==> src/rtl/rxq_pkg.sv <==
// Shared types for the receive queue: interrupt mode encoding and error flags.
package rxq_pkg;
    typedef enum logic [1:0] {
        RXI_OFF       = 2'b00,
        RXI_FIRST     = 2'b01,
        RXI_ALL_PSPEC = 2'b10,
        RXI_ALL       = 2'b11
    } rxi_mode_e;

    // Packed order gives bit 2 = crc/framing, bit 1 = overrun, bit 0 = parity.
    typedef struct packed {
        logic crc;
        logic ovr;
        logic par;
    } rx_err_t;
endpackage

==> src/rtl/rxq_store.sv <==
// Circular data store with a parallel error-flag store and a read lock.
// Assumes DEPTH >= 3. rd_en is only asserted when a character is present
// and no error reset is requested in the same cycle.
module rxq_store
    import rxq_pkg::*;
#(
    parameter int DEPTH  = 3,
    parameter int DATA_W = 8
) (
    input  logic              clk,
    input  logic              rst_n,
    input  logic              wr_en,
    input  logic [DATA_W-1:0] wr_data,
    input  logic              wr_crc,
    input  logic              wr_par,
    input  logic              rd_en,
    input  logic              err_rst,
    output logic [DATA_W-1:0] rd_data,
    output rx_err_t           rd_err,
    output rx_err_t           head_err,
    output logic              avail
);
    localparam int PTR_W = $clog2(DEPTH);
    localparam logic [PTR_W-1:0] LAST = PTR_W'(DEPTH - 1);

    logic [DATA_W-1:0] dmem [DEPTH];
    rx_err_t           emem [DEPTH];
    logic [PTR_W-1:0]  wp, rp, wp_n, rp_n, ow_slot;
    logic              locked, locked_n, full;

    function automatic logic [PTR_W-1:0] step_up(input logic [PTR_W-1:0] p);
        return (p == LAST) ? '0 : p + 1'b1;
    endfunction

    function automatic logic [PTR_W-1:0] step_down(input logic [PTR_W-1:0] p);
        return (p == '0) ? LAST : p - 1'b1;
    endfunction

    // Full detection and choice of the slot a write lands in.
    always_comb begin
        full     = (step_up(wp) == rp);
        ow_slot  = full ? step_down(wp) : wp;
        head_err = emem[rp];
    end

    // Slot storage: a full write replaces the newest entry and tags overrun.
    always_ff @(posedge clk) begin
        for (int i = 0; i < DEPTH; i++) begin
            if (!rst_n) begin
                dmem[i] <= '0;
                emem[i] <= '0;
            end else if (wr_en && ow_slot == PTR_W'(i)) begin
                dmem[i] <= wr_data;
                emem[i] <= '{crc: wr_crc, ovr: full, par: wr_par};
            end
        end
    end

    // Next-state of pointers and lock: error reset steps past a locked entry.
    always_comb begin
        wp_n     = (wr_en && !full) ? step_up(wp) : wp;
        rp_n     = rp;
        locked_n = locked;
        if (err_rst && locked) begin
            rp_n     = step_up(rp);
            locked_n = 1'b0;
        end else if (rd_en) begin
            if (|head_err) locked_n = 1'b1;
            else           rp_n     = step_up(rp);
        end
    end

    // Pointer, lock and availability registers.
    always_ff @(posedge clk) begin
        if (!rst_n) begin
            wp     <= '0;
            rp     <= '0;
            locked <= 1'b0;
            avail  <= 1'b0;
        end else begin
            wp     <= wp_n;
            rp     <= rp_n;
            locked <= locked_n;
            avail  <= (wp_n != rp_n);
        end
    end

    // Read port: character and its flags are captured on an accepted read.
    always_ff @(posedge clk) begin
        if (!rst_n) begin
            rd_data <= '0;
            rd_err  <= '0;
        end else if (rd_en) begin
            rd_data <= dmem[rp];
            rd_err  <= head_err;
        end
    end
endmodule

==> src/rtl/rxq_irq.sv <==
// Receive and special-condition interrupt requests for the receive queue.
// Assumes rd_ev marks an accepted read and rd_errs are that entry's flags.
module rxq_irq
    import rxq_pkg::*;
(
    input  logic      clk,
    input  logic      rst_n,
    input  rxi_mode_e mode,
    input  logic      wr_ev,
    input  logic      rd_ev,
    input  rx_err_t   rd_errs,
    input  logic      err_rst,
    input  logic      arm_cmd,
    output logic      rx_irq,
    output logic      spec_irq
);
    logic armed, rx_take, special;

    // Decide whether this cycle's events raise a request.
    always_comb begin
        rx_take = wr_ev && ((mode == RXI_ALL) || (mode == RXI_ALL_PSPEC) ||
                            ((mode == RXI_FIRST) && armed));
        special = (mode != RXI_OFF) &&
                  (rd_errs.crc || rd_errs.ovr ||
                   (rd_errs.par && mode == RXI_ALL_PSPEC));
    end

    // Request and first-character flag registers.
    always_ff @(posedge clk) begin
        if (!rst_n) begin
            rx_irq   <= 1'b0;
            spec_irq <= 1'b0;
            armed    <= 1'b1;
        end else begin
            if (rx_take)    rx_irq <= 1'b1;
            else if (rd_ev) rx_irq <= 1'b0;

            if (arm_cmd)                                     armed <= 1'b1;
            else if (wr_ev && mode == RXI_FIRST && armed)    armed <= 1'b0;

            if (err_rst)                spec_irq <= 1'b0;
            else if (rd_ev && special)  spec_irq <= 1'b1;
        end
    end
endmodule

==> src/rtl/rxq_lock_fifo.sv <==
// Receive queue top: joins the store and the interrupt logic.
// Assumes one character per rx_valid pulse and reads gated by stat_avail.
module rxq_lock_fifo
    import rxq_pkg::*;
#(
    parameter int DEPTH  = 3,
    parameter int DATA_W = 8
) (
    input  logic              clk,
    input  logic              rst_n,
    input  logic [1:0]        int_mode,
    input  logic              rx_valid,
    input  logic [DATA_W-1:0] rx_data,
    input  logic              rx_crc_err,
    input  logic              rx_par_err,
    input  logic              rd_strobe,
    input  logic              cmd_err_reset,
    input  logic              cmd_arm_next,
    output logic [DATA_W-1:0] rd_data,
    output logic [2:0]        stat_err,
    output logic              stat_avail,
    output logic              rx_irq,
    output logic              spec_irq
);
    logic    rd_ev;
    rx_err_t rd_err, head_err;

    // A read counts only when a character is held and no reset command competes.
    always_comb rd_ev = rd_strobe && stat_avail && !cmd_err_reset;

    rxq_store #(.DEPTH(DEPTH), .DATA_W(DATA_W)) u_store (
        .clk      (clk),
        .rst_n    (rst_n),
        .wr_en    (rx_valid),
        .wr_data  (rx_data),
        .wr_crc   (rx_crc_err),
        .wr_par   (rx_par_err),
        .rd_en    (rd_ev),
        .err_rst  (cmd_err_reset),
        .rd_data  (rd_data),
        .rd_err   (rd_err),
        .head_err (head_err),
        .avail    (stat_avail)
    );

    rxq_irq u_irq (
        .clk      (clk),
        .rst_n    (rst_n),
        .mode     (rxi_mode_e'(int_mode)),
        .wr_ev    (rx_valid),
        .rd_ev    (rd_ev),
        .rd_errs  (head_err),
        .err_rst  (cmd_err_reset),
        .arm_cmd  (cmd_arm_next),
        .rx_irq   (rx_irq),
        .spec_irq (spec_irq)
    );

    // Error register is the flag word of the last read entry.
    always_comb stat_err = rd_err;
endmodule

==> config.mk <==
export PLATFORM = sky130hd
export DESIGN_NAME = rxq_lock_fifo
export DESIGN_NICKNAME = d
export VERILOG_FILES = /design/src/rtl/rxq_pkg.sv /design/src/rtl/rxq_store.sv /design/src/rtl/rxq_irq.sv /design/src/rtl/rxq_lock_fifo.sv
export SDC_FILE = /design/constraint.sdc
export NUM_CORES = 1
export LEC_CHECK = 0
export ABC_AREA = 1
export BUFFER_PORTS_ARGS = -buffer_cell sky130_fd_sc_hd__clkbuf_2
export CORE_UTILIZATION = 60
export CTS_CLUSTER_SIZE = 24
export DETAILED_ROUTE_END_ITERATION = 16
export PLACE_DENSITY = 0.89
export SLEW_MARGIN = 40
export SYNTH_ARGS = -nofsm -noshare
export SYNTH_HDL_FRONTEND = slang
export SYNTH_SLANG_ARGS = --single-unit
==> constraint.sdc <==
create_clock -name clk -period 5.8 [get_ports clk]
set_input_delay 0.29 -clock clk [delete_from_list [all_inputs] [get_ports clk]]
set_output_delay 0.29 -clock clk [all_outputs]
set_load 0.01 [all_outputs]
Yosys cells after proc, flatten, opt, wreduce, memory -nomap -nowiden
Memory sizes are Yosys's and may differ from the RTL's. A register that Yosys moved wholly into a read port is not among the register bits.
Index checks and enable logic that the tools add are counted.
{"block": "classes", "n_bitwise": 7, "reduce_logical": 30, "mux": 27, "addsub": 3, "eq_ne": 9}
{"op": "2-to-1 mux 8 bit", "count": 3}
{"op": "2-to-1 mux 2 bit", "count": 9}
{"op": "logical AND 1 bit", "count": 14}
{"op": "2-to-1 mux 1 bit", "count": 12}
{"op": "== test 2 bit (second input constant)", "count": 5}
{"op": "2-to-1 mux 3 bit", "count": 3}
{"op": "bitwise OR 1 bit", "count": 6}
{"op": "OR reduction 2 bit", "count": 3}
{"op": "adder 2 x 1 -> 2 bit (second input constant)", "count": 2}
{"op": "== test 2 x 1 -> 1 bit (second input constant)", "count": 2}
{"op": "logical NOT 2 bit", "count": 2}
{"op": "logical OR 1 bit", "count": 4}
{"op": "nonzero test 2 bit", "count": 2}
{"op": "logical NOT 1 bit", "count": 3}
{"op": "OR reduction 3 bit", "count": 1}
{"op": "== test 2 bit", "count": 1}
{"op": "inequality test 2 bit", "count": 1}
{"op": "AND reduction 2 bit", "count": 1}
{"op": "subtractor 2 x 1 -> 2 bit (second input constant)", "count": 1}
{"op": "inverter 1 bit", "count": 1}
{"block": "totals", "mem_bits_rw": 33, "input_bits": 18, "register_bits": 12, "memories": 2}
{"memory": "u_store.dmem", "depth": 3, "word_bits": 8, "read_ports": 1, "rd_clocked_by_memory_dff": 1, "write_ports": 3, "line": "rxq_store.sv:26", "rtl": "logic [DATA_W-1:0] dmem [DEPTH];"}
{"memory": "u_store.emem", "depth": 3, "word_bits": 3, "read_ports": 1, "rd_clocked_by_memory_dff": 1, "write_ports": 3, "line": "rxq_store.sv:27", "rtl": "rx_err_t emem [DEPTH];"}

Depth between registers and ports, before layout
Gate-level depths: netlist of the first run.
{"block": "logic_depth", "word_depth": 10, "depth_mapped": 12}

By module
A second synthesis of the first run with hierarchy kept.
{"block": "unflattened", "cells_unflattened": 259, "hier_area_um2": 2449.8}
{"module": "rxq_store", "cells_per_inst": 233, "n_inst": 1, "area_per_inst_um2": 2283.4, "seq_area_each_um2": 1331.3}
{"module": "rxq_irq", "cells_per_inst": 24, "n_inst": 1, "area_per_inst_um2": 156.4, "seq_area_each_um2": 60.1}
{"module": "rxq_lock_fifo", "cells_per_inst": 2, "n_inst": 1, "area_per_inst_um2": 10.0, "seq_area_each_um2": 0.0}

Worst setup path after synthesis of the first run
OpenSTA, ideal clock, no wires.
{"block": "synth_timing", "path_kind": "flip-flop to flip-flop", "startpoint": "reg u_store.wp[0]", "endpoint": "mem u_store.dmem[0][0] (enable)", "path_buffers": 0, "slack_ps": 3397, "setup_time_ps": 394, "stages_incl_launch_ff": 9, "arrival_time_ps": 2008, "synth_period_minus_slack_ps": 2403, "cell_sequence": "dfxtp_1 > inv_1 > ha_1 > inv_1 > nand2_1 > nand4_4 > o21ai_2 > nand2_2 > o21ai_0"}
{"item": "start, declared", "line": "rxq_store.sv:28", "rtl": "logic [PTR_W-1:0] wp, rp, wp_n, rp_n, ow_slot;"}
{"item": "start signal, assigned", "line": "rxq_store.sv:81", "rtl": "wp <= wp_n;"}
{"item": "end, declared", "line": "rxq_store.sv:26"}

==> results of run 1 <==
==> sequential cells by signal (all words and copies together) (netlist names) <==
name,flops
u_store.avail,1
u_store.locked,1
u_store.rd_data,8
u_irq.armed,1
u_irq.rx_irq,1
u_store.dmem,24
u_store.rp,2
u_store.wp,2
u_store.rd_err,3
u_irq.spec_irq,1
u_store.emem,9
==> cell usage after synthesis, types with 8 or more instances <==
master,number
a21oi_1,21
a22oi_1,8
dfxtp_1,20
edfxtp_1,33
inv_1,23
nand2_1,30
nand3_1,12
nor2_1,36
nor2_2,13
o21ai_0,19
==> power breakdown <==
part / switching, uW / internal (uW) / leakage, uW
clock: 127 / 112 / 0.0000567
sequential: 20.0 / 468 / 0.000511
combinational: 138 / 66.3 / 0.000589
total: 285 / 646 / 0.00116
==> final timing paths <==
check / startpoint / endpoint / slack, ns
min: cmd_arm_next / u_irq.armed / 0.15
max reg2reg: u_store.rp[1] / u_store.dmem[0][7] / 3.39
max: u_store.rp[1] / u_store.dmem[0][7] / 3.39
min reg2reg: u_irq.armed / u_irq.armed / 0.47
==> area by class of cell <==
type,instances,area (sq um)
Clock buffer,6,93.8
Clock inverter,2,13.8
Fill cell,318,1090
Inverter,27,101
Multi-Input combinational cell,154,801
Sequential cell,53,1390
Tap cell,48,60.1
Timing Repair Buffer,32,163
==> cells by family (layout without fill, tap and decap cells) <==
logic type	count (synthesis)	count (layout)	synth area share
DFF	53	53	0.591
AOI/OAI and AO/OA	51	51	0.122
adders and majority gates	3	3	0.0160
and+or+nand+nor	100	100	0.203
buffers and inverters	36	67	0.0686
==> worst max-delay path, delay by kind of cell (launching register included) <==
family	cells	cell delay (ns)
and+or+nand+nor	3	0.37
DFF	1	0.70
buffers and inverters	2	0.36
AOI/OAI and AO/OA	2	0.71
==> metrics by stage <==
stage               power [uW]  hold WS (ns)   util  worst slack [ns]
floorplan                  647         0.362      -              3.40
global placement           689         0.451  0.677              3.31
detailed placement         699         0.461  0.677              3.14
CTS                        933         0.150  0.706              3.12
global route               975         0.154  0.706              3.17
finish                     931         0.151  0.706              3.39
==> per-layer routing <==
layer | vias to the layer above | routed length, microns | track usage
met2 | 71 | 2340 | 0.424
met3 | 9 | 339 | 0.0704
met4 | 0 | 109 | 0.0972
li1 | 870 | - | -
met1 | 832 | 1880 | 0.322
met5 | - | 0 | 0
==> reports/metrics.cfg, run 1 <==
[outcome]
status=complete, no violations

[routing]
postRouteAntennaNets=0
wire_per_inst_microns=14.5
via_per_inst=5.53
drc=0
finalWirelength_microns=4670
vias=1782
drtPass1Iterations=4
drt_iter0_markers=110

[floorplanning]
dieHeight_microns=64.6
die_area_sq_um=4180
die_x_microns=64.6
ios=32
rows=22
start_util=0.633
coreArea_sq_um=3720

[clock_network]
cts.sinks=53
holdBufCountCts=0
root_buffer=clkbuf_8
cts.repair.resized=0
numCtsBuffers=5
path_clk_slew_ns=0.10
htree_num_levels=2
post_cts.repair.setup_buffers=0
cts_tree=built
clk_latency_ns=0.32
cts_buffer_depth=2

[place]
port_buffers=31
place_congestion=0.861
place_inst=314
dp_hpwl_microns=3200
detailed_place.area_sq_um=2520

[finish]
mostFrequentLayoutCell=nor2_1
stdcell_area_sq_um=2620
finalNetCount=294
stdcell_count=322
final_cell_mix=36 x nor2_1, 33 x edfxtp_1, 31 x clkbuf_2, 30 x nand2_1, 23 x inv_1
drive_gt1_frac=0.241
n_antenna_cell=0
syn_to_final_growth_pct=11.5

[sta]
relSlewSlack=0.605
timing.setup.tns_ns=0
min_period_ns=2.41
skew_ns=0.00406
tightestPinTransition_ns=0.590
slew_violations=0
rsz0062_at_grt=false
setup_violations=0
fmax_ghz=0.415
hold_viol=0
min_period_over_period=0.416

[critical_path]
max_stage_delay_ns=0.70
critPathCaptureType=flip-flop
path_cells=inv_2 > nand2_1 > nand4_4 > o21ai_2 > nand2_2 > o21ai_1 > buf_4
critPathArrivalTime_ns=2.45
cp_max_fo=15
crit_type=reg -> reg
reg2reg_depth=7
worst_path_max_delay_cell=dfxtp_1
setup.worst_path.start_class=flip-flop
cp.required_ns=5.84

[logic_synthesis]
ys_ff_latch=53
synthCells=243
yosysUniqueCellTypes=25
synthArstFlopShare=0
netlist_area_sq_um=2350
synth_nets=264
yosys_warnings=0
synth_edf_count=33
synth_top_flop_cell=edfxtp_1
synth_top_area_frac=0.421
avgSynthCellArea_sq_um=9.69
ys_seq_area_frac=0.591
synth_top_cell_by_area=edfxtp_1
synthTopCellsByArea=edfxtp_1 42%, dfxtp_1 17%, nor2_1 5.7%, nand2_1 4.8%, a21oi_1 4.5%

[global_routing]
grtUsageTotal=0.257
grt-ovfl-total=0
grt_pass1_vias=1649
antenna_found_initial=0
grt_max_degree=20
grt_pass1_wl_microns=7760

[job]
max_cap_violations=0

[pwr]
powerDensity_nw_per_um2=355
ir_worst_vdd_uv=255
p_leak_uw=0.00116

[hold_path]
hp-class=in -> reg
min_path_cells=3

No activity file was read; power rests on OpenSTA's default activity.
==> run 2, diff against run 1 <==
ABC_AREA = 0   (was 1)
CORE_UTILIZATION = 57   (was 60)
PLACE_DENSITY = 0.85   (was 0.89)
clock period = 2.3 ns   (was 5.8 ns; I/O delays follow)
==> run 2 against run 1 <==
Against the previous run: sequential share of layout area fell by 5.3 points; wire length rose by 3.8%; synthesized cell count fell by 3.7%; first-iteration DRC count fell by 31%; flip-flop and latch count did not move; maximum frequency rose by 9.8%.
==> reports/metrics.cfg, run 2 <==
[global_routing]
grt-ovfl-total=0
grt_pass1_wl_microns=7490
grt_max_degree=33
grtUsageTotal=0.233
grt_pass1_vias=1629
antenna_found_initial=0

[routing]
via_per_inst=5.45
vias=1789
wire_per_inst_microns=14.8
drc=0
finalWirelength_microns=4840
drtPass1Iterations=4
postRouteAntennaNets=0
drt_iter0_markers=76

[sta]
skew_ns=0.00570
worst_hold_slack_ns=0.0100
slew_violations=0
setup_violations=0
hold_viol=0
worst_slack_ns=0.104
min_period_ns=2.20
min_period_over_period=0.955
relSlewSlack=0.661
fmax_ghz=0.455
tightestPinTransition_ns=0.506

[logic_synthesis]
synth_common_cells=34 x nor2_1, 33 x edfxtp_1, 31 x and2_1
synthTopCellsByArea=edfxtp_1 40%, dfxtp_1 16%, and2_1 7.8%, a21oi_1 5.6%, nor2_1 5.1%
netlist_area_sq_um=2490
synth_top_area_frac=0.398
ys_ff_latch=53
synth_edf_count=33
ys_seq_area_frac=0.559
yosysUniqueCellTypes=43
synth_top_cell_by_area=edfxtp_1
synth_nets=255
synth.most_common_cell=nor2_1
synth_top_flop_cell=edfxtp_1
synthArstFlopShare=0
avgSynthCellArea_sq_um=10.6
synthCells=234
yosys_warnings=0

[floorplanning]
start_util=0.609
ios=32
coreArea_sq_um=4090
dieHeight_microns=68.1
die_area_sq_um=4630
die_x_microns=68.1
rows=23

[hold_path]
hp-class=in -> reg

[pwr]
ir_worst_vdd_uv=537
powerDensity_nw_per_um2=756
p_leak_uw=0.00116
total_power_uw=2210

[finish]
utilization=0.714
mostFrequentLayoutCell=nor2_1
largest_reg_flops=24
drive_gt1_frac=0.245
reg_top3=u_store.dmem x24, u_store.emem x9, u_store.rd_data x8
final_cell_mix=34 x nor2_1, 33 x edfxtp_1, 31 x and2_1, 31 x clkbuf_2, 28 x a21oi_1
n_antenna_cell=0
finalNetCount=298
syn_to_final_growth_pct=17.3
top_register=u_store.dmem
n_fill_cell=290

[critical_path]
worst_path_max_delay_cell=dfxtp_2
critPathArrivalTime_ns=2.23
path_cells=inv_1 > ha_1 > xor2_2 > or2_4 > mux2i_4 > nand2_2 > o21ai_2 > buf_6
max_stage_delay_ns=0.37
cp_max_fo=11
critPathCaptureType=flip-flop
crit_type=reg -> reg
setup.worst_path.start_class=flip-flop
cp.required_ns=2.33

[place]
place_congestion=0.790
port_buffers=31
dp_hpwl_microns=3320
dpl_worst_slack_ns=-0.0489

[clock_network]
clk_latency_ns=0.32
cts.sinks=53
htree_num_levels=2
numCtsBuffers=5
root_buffer=clkbuf_8
cts_tree=built
path_clk_slew_ns=0.09
cts_buffer_depth=2

[job]
max_cap_violations=0

[outcome]
status=complete, no violations

[run 2: worst max-delay path: cells and delay by family (launching register included)]
family	cells	cell delay, ns
AND/OR/NAND/NOR	2	0.38
flip-flops	1	0.37
adder cells (fa/ha/maj)	1	0.26
buffers and inverters	2	0.25
multiplexers	1	0.25
XOR/XNOR	1	0.22
AO/OA/AOI/OAI	1	0.18
[run 2: metal layers]
| layer | global-route usage | vias to the layer above | share of wire |
|---|---|---|---|
| met4 | 0.0911 | 0 | 0.017 |
| met5 | 0 | - | 0 |
| met2 | 0.403 | 51 | 0.51 |
| li1 | - | 906 | - |
| met1 | 0.273 | 825 | 0.41 |
| met3 | 0.0633 | 7 | 0.056 |
[run 2: layout make-up]
cell class	count	area (sq um)	area share
flip-flops and latches	53	1390	0.477
well taps	50	62.6	0.0215
inverters	6	22.5	0.00772
repair buffers	46	290	0.0995
multi-input cells	165	1060	0.364
clock buffers	6	72.6	0.0249
clock inverters	2	13.8	0.00472
[run 2: repair_timing]
item,CTS,global route
buffers inserted,2,2
pin swaps,1,1
hold buffers,1,0
cloned,0,0
setup endpoints to repair,43,53
gates resized for setup,1,6
endpoints found under the hold margin,1,0
[run 2: cells by family (layout without fill, tap and decap cells)]
family	Yosys count	after routing	synth area share
compound gates	49	49	0.117
xor+xnor	3	3	0.0106
fa+ha+maj	3	3	0.0151
buf+inv	16	60	0.0297
flops	53	53	0.559
mux	13	13	0.0573
simple gates	97	97	0.211
[run 2: through the flow]
step	TNS (ns)	cells	instance area, sq um
6_report	0	328	2920
5_1_grt	-0.0315	328	2920
4_1_cts	0	326	2870
3_5_place_dp	-1.05	315	2750
3_3_place_gp	0	315	2750
2_1_floorplan	-0.438	234	2510
[run 2: final timing paths]
| check | start | endpoint | slack (ns) | cells after the start |
|---|---|---|---|---|
| worst max-delay path | u_store.wp[0] | u_store.emem[2][2] | 0.10 | 8 |
| worst min-delay path | cmd_err_reset | u_irq.spec_irq | 0.01 | 2 |
| worst max register to register | u_store.wp[0] | u_store.emem[2][2] | 0.10 | 8 |
| worst min register to register | u_store.rd_err[1] | u_store.rd_err[1] | 0.47 | 2 |
[run 2: report_power, final]
part           leakage [uW]  internal (uW)  total (uW)  switching (uW)
clock network     0.0000456            218         532             314
logic              0.000602            213         514             301
registers          0.000511           1120        1160            37.1
==> run 3, diff against run 2 <==
CORE_ASPECT_RATIO = 2   (was default)
CORE_UTILIZATION = 30   (was 57)
PLACE_DENSITY = 0.53   (was 0.85)
==> run 3 against run 2 <==
Against the previous run: first-iteration DRC count shrank 29%; maximum frequency grew 2.1%; sequential power hardly changed; total power up 8.4%; highest routed layer unchanged.
==> reports/metrics.cfg, run 3 (same netlist as run 2, synthesis figures left out) <==
[place]
detailed_place.area_sq_um=2850
dp_hpwl_microns=3720
place_congestion=0.763
port_buffers=31

[global_routing]
grt_max_degree=33
grt_pass1_vias=1626
grtUsageTotal=0.121
grt-ovfl-total=0
grt_pass1_wl_microns=7680
antenna_found_initial=0

[critical_path]
crit_type=reg -> reg
cp.required_ns=2.51
critPathArrivalTime_ns=2.36
critPathCaptureType=flip-flop
setup.worst_path.start_class=flip-flop
cp_max_fo=5

[routing]
wire_per_inst_microns=12.6
finalWirelength_microns=4680
vias=1709
via_per_inst=4.59
drtPass1Iterations=4
drc=0
drt_iter0_markers=54
postRouteAntennaNets=0

[sta]
min_period_over_period=0.935
hold_viol=0
slew_violations=0
rsz0062_at_grt=false
relSlewSlack=0.725
min_period_ns=2.15
setup_violations=0
skew_ns=0.00344
tightestPinTransition_ns=0.410
fmax_ghz=0.465

[finish]
stdcell_area_sq_um=3000
n_antenna_cell=0
largest_reg_flops=24
drive_gt1_frac=0.232
mostFrequentLayoutCell=nor2_1
utilization=0.375
finalNetCount=296
top_register=u_store.dmem
reg_top3=u_store.dmem x24, u_store.emem x9, u_store.rd_data x8
syn_to_final_growth_pct=20.5
final_cell_mix=34 x nor2_1, 33 x edfxtp_1, 31 x and2_1, 31 x clkbuf_2, 28 x a21oi_1
n_fill_cell=813

[floorplanning]
start_util=0.311
coreArea_sq_um=8000
rows=46
ios=32
die_x_microns=66.4
die_area_sq_um=8680
dieHeight_microns=131

[job]
max_cap_violations=0

[hold_path]
hp-class=in -> reg

[pwr]
ir_worst_vdd_uv=356
p_leak_uw=0.00117
powerDensity_nw_per_um2=797
total_power_uw=2390

[clock_network]
numCtsBuffers=5
clk_latency_ns=0.29
cts.sinks=53
cts_tree=built
htree_num_levels=2
cts_buffer_depth=2
path_clk_slew_ns=0.07
root_buffer=clkbuf_16

[outcome]
status=complete, no violations

[run 3: what timing repair did]
item / 4_1_cts / 5_1_grt
setup buffers: 0 / 0
gates resized for setup: 0 / 1
setup endpoints to repair: 0 / 43
hold buffers: 0 / 0
[run 3: power by group]
part	switching (uW)	internal, uW
registers	32.5	1120
clock network	326	406
logic	286	217
total	644	1750
[run 3: path summary, 6_finish.rpt]
check | cells after the start | slack (ns) | endpoint | startpoint
worst max-delay path | 9 | 0.15 | u_store.avail | u_store.wp[0]
worst min-delay path | 2 | 0.01 | u_irq.armed | cmd_arm_next
worst max register to register | 9 | 0.15 | u_store.avail | u_store.wp[0]
worst min register to register | 2 | 0.46 | u_store.rd_err[1] | u_store.rd_err[1]
[run 3: layout make-up]
class / count / area [sq um] / area share
sequential: 53 / 1390 / 0.464
multi-input combinational: 165 / 1040 / 0.348
timing repair buffer: 44 / 278 / 0.0927
clock buffer: 6 / 129 / 0.0430
tap: 96 / 120 / 0.0401
inverter: 6 / 22.5 / 0.00751
clock inverter: 2 / 13.8 / 0.00459
[run 3: worst max-delay path, stage by stage (launching register included)]
cell      delay (ns)
dfxtp_1         0.36
inv_1           0.07
ha_1            0.23
xor2_1          0.19
buf_4           0.15
a31oi_1         0.22
a21boi_1        0.41
nand3b_1        0.16
a31oi_1         0.08
a211oi_1        0.20
[run 3: stage by stage]
| step | TNS [ns] | cells | setup slack (ns) | hold slack (ns) |
|---|---|---|---|---|
| detailed placement | 0 | 364 | 0.0846 | 0.309 |
| finish | 0 | 372 | 0.150 | 0.00965 |
| floorplan | -0.438 | 234 | -0.0199 | 0.194 |
| CTS | 0 | 372 | 0.0725 | 0.000811 |
| global route | 0 | 372 | 0.0241 | 0.0190 |
| global placement | 0 | 364 | 0.129 | 0.300 |
[run 3: per-layer routing]
| layer | vias up | global-route usage | part of all wire |
|---|---|---|---|
| met5 | - | 0 | 0 |
| met4 | 0 | 0.0726 | 0.031 |
| met3 | 9 | 0.0243 | 0.030 |
| met2 | 29 | 0.224 | 0.55 |
| met1 | 770 | 0.120 | 0.39 |
| li1 | 901 | - | - |
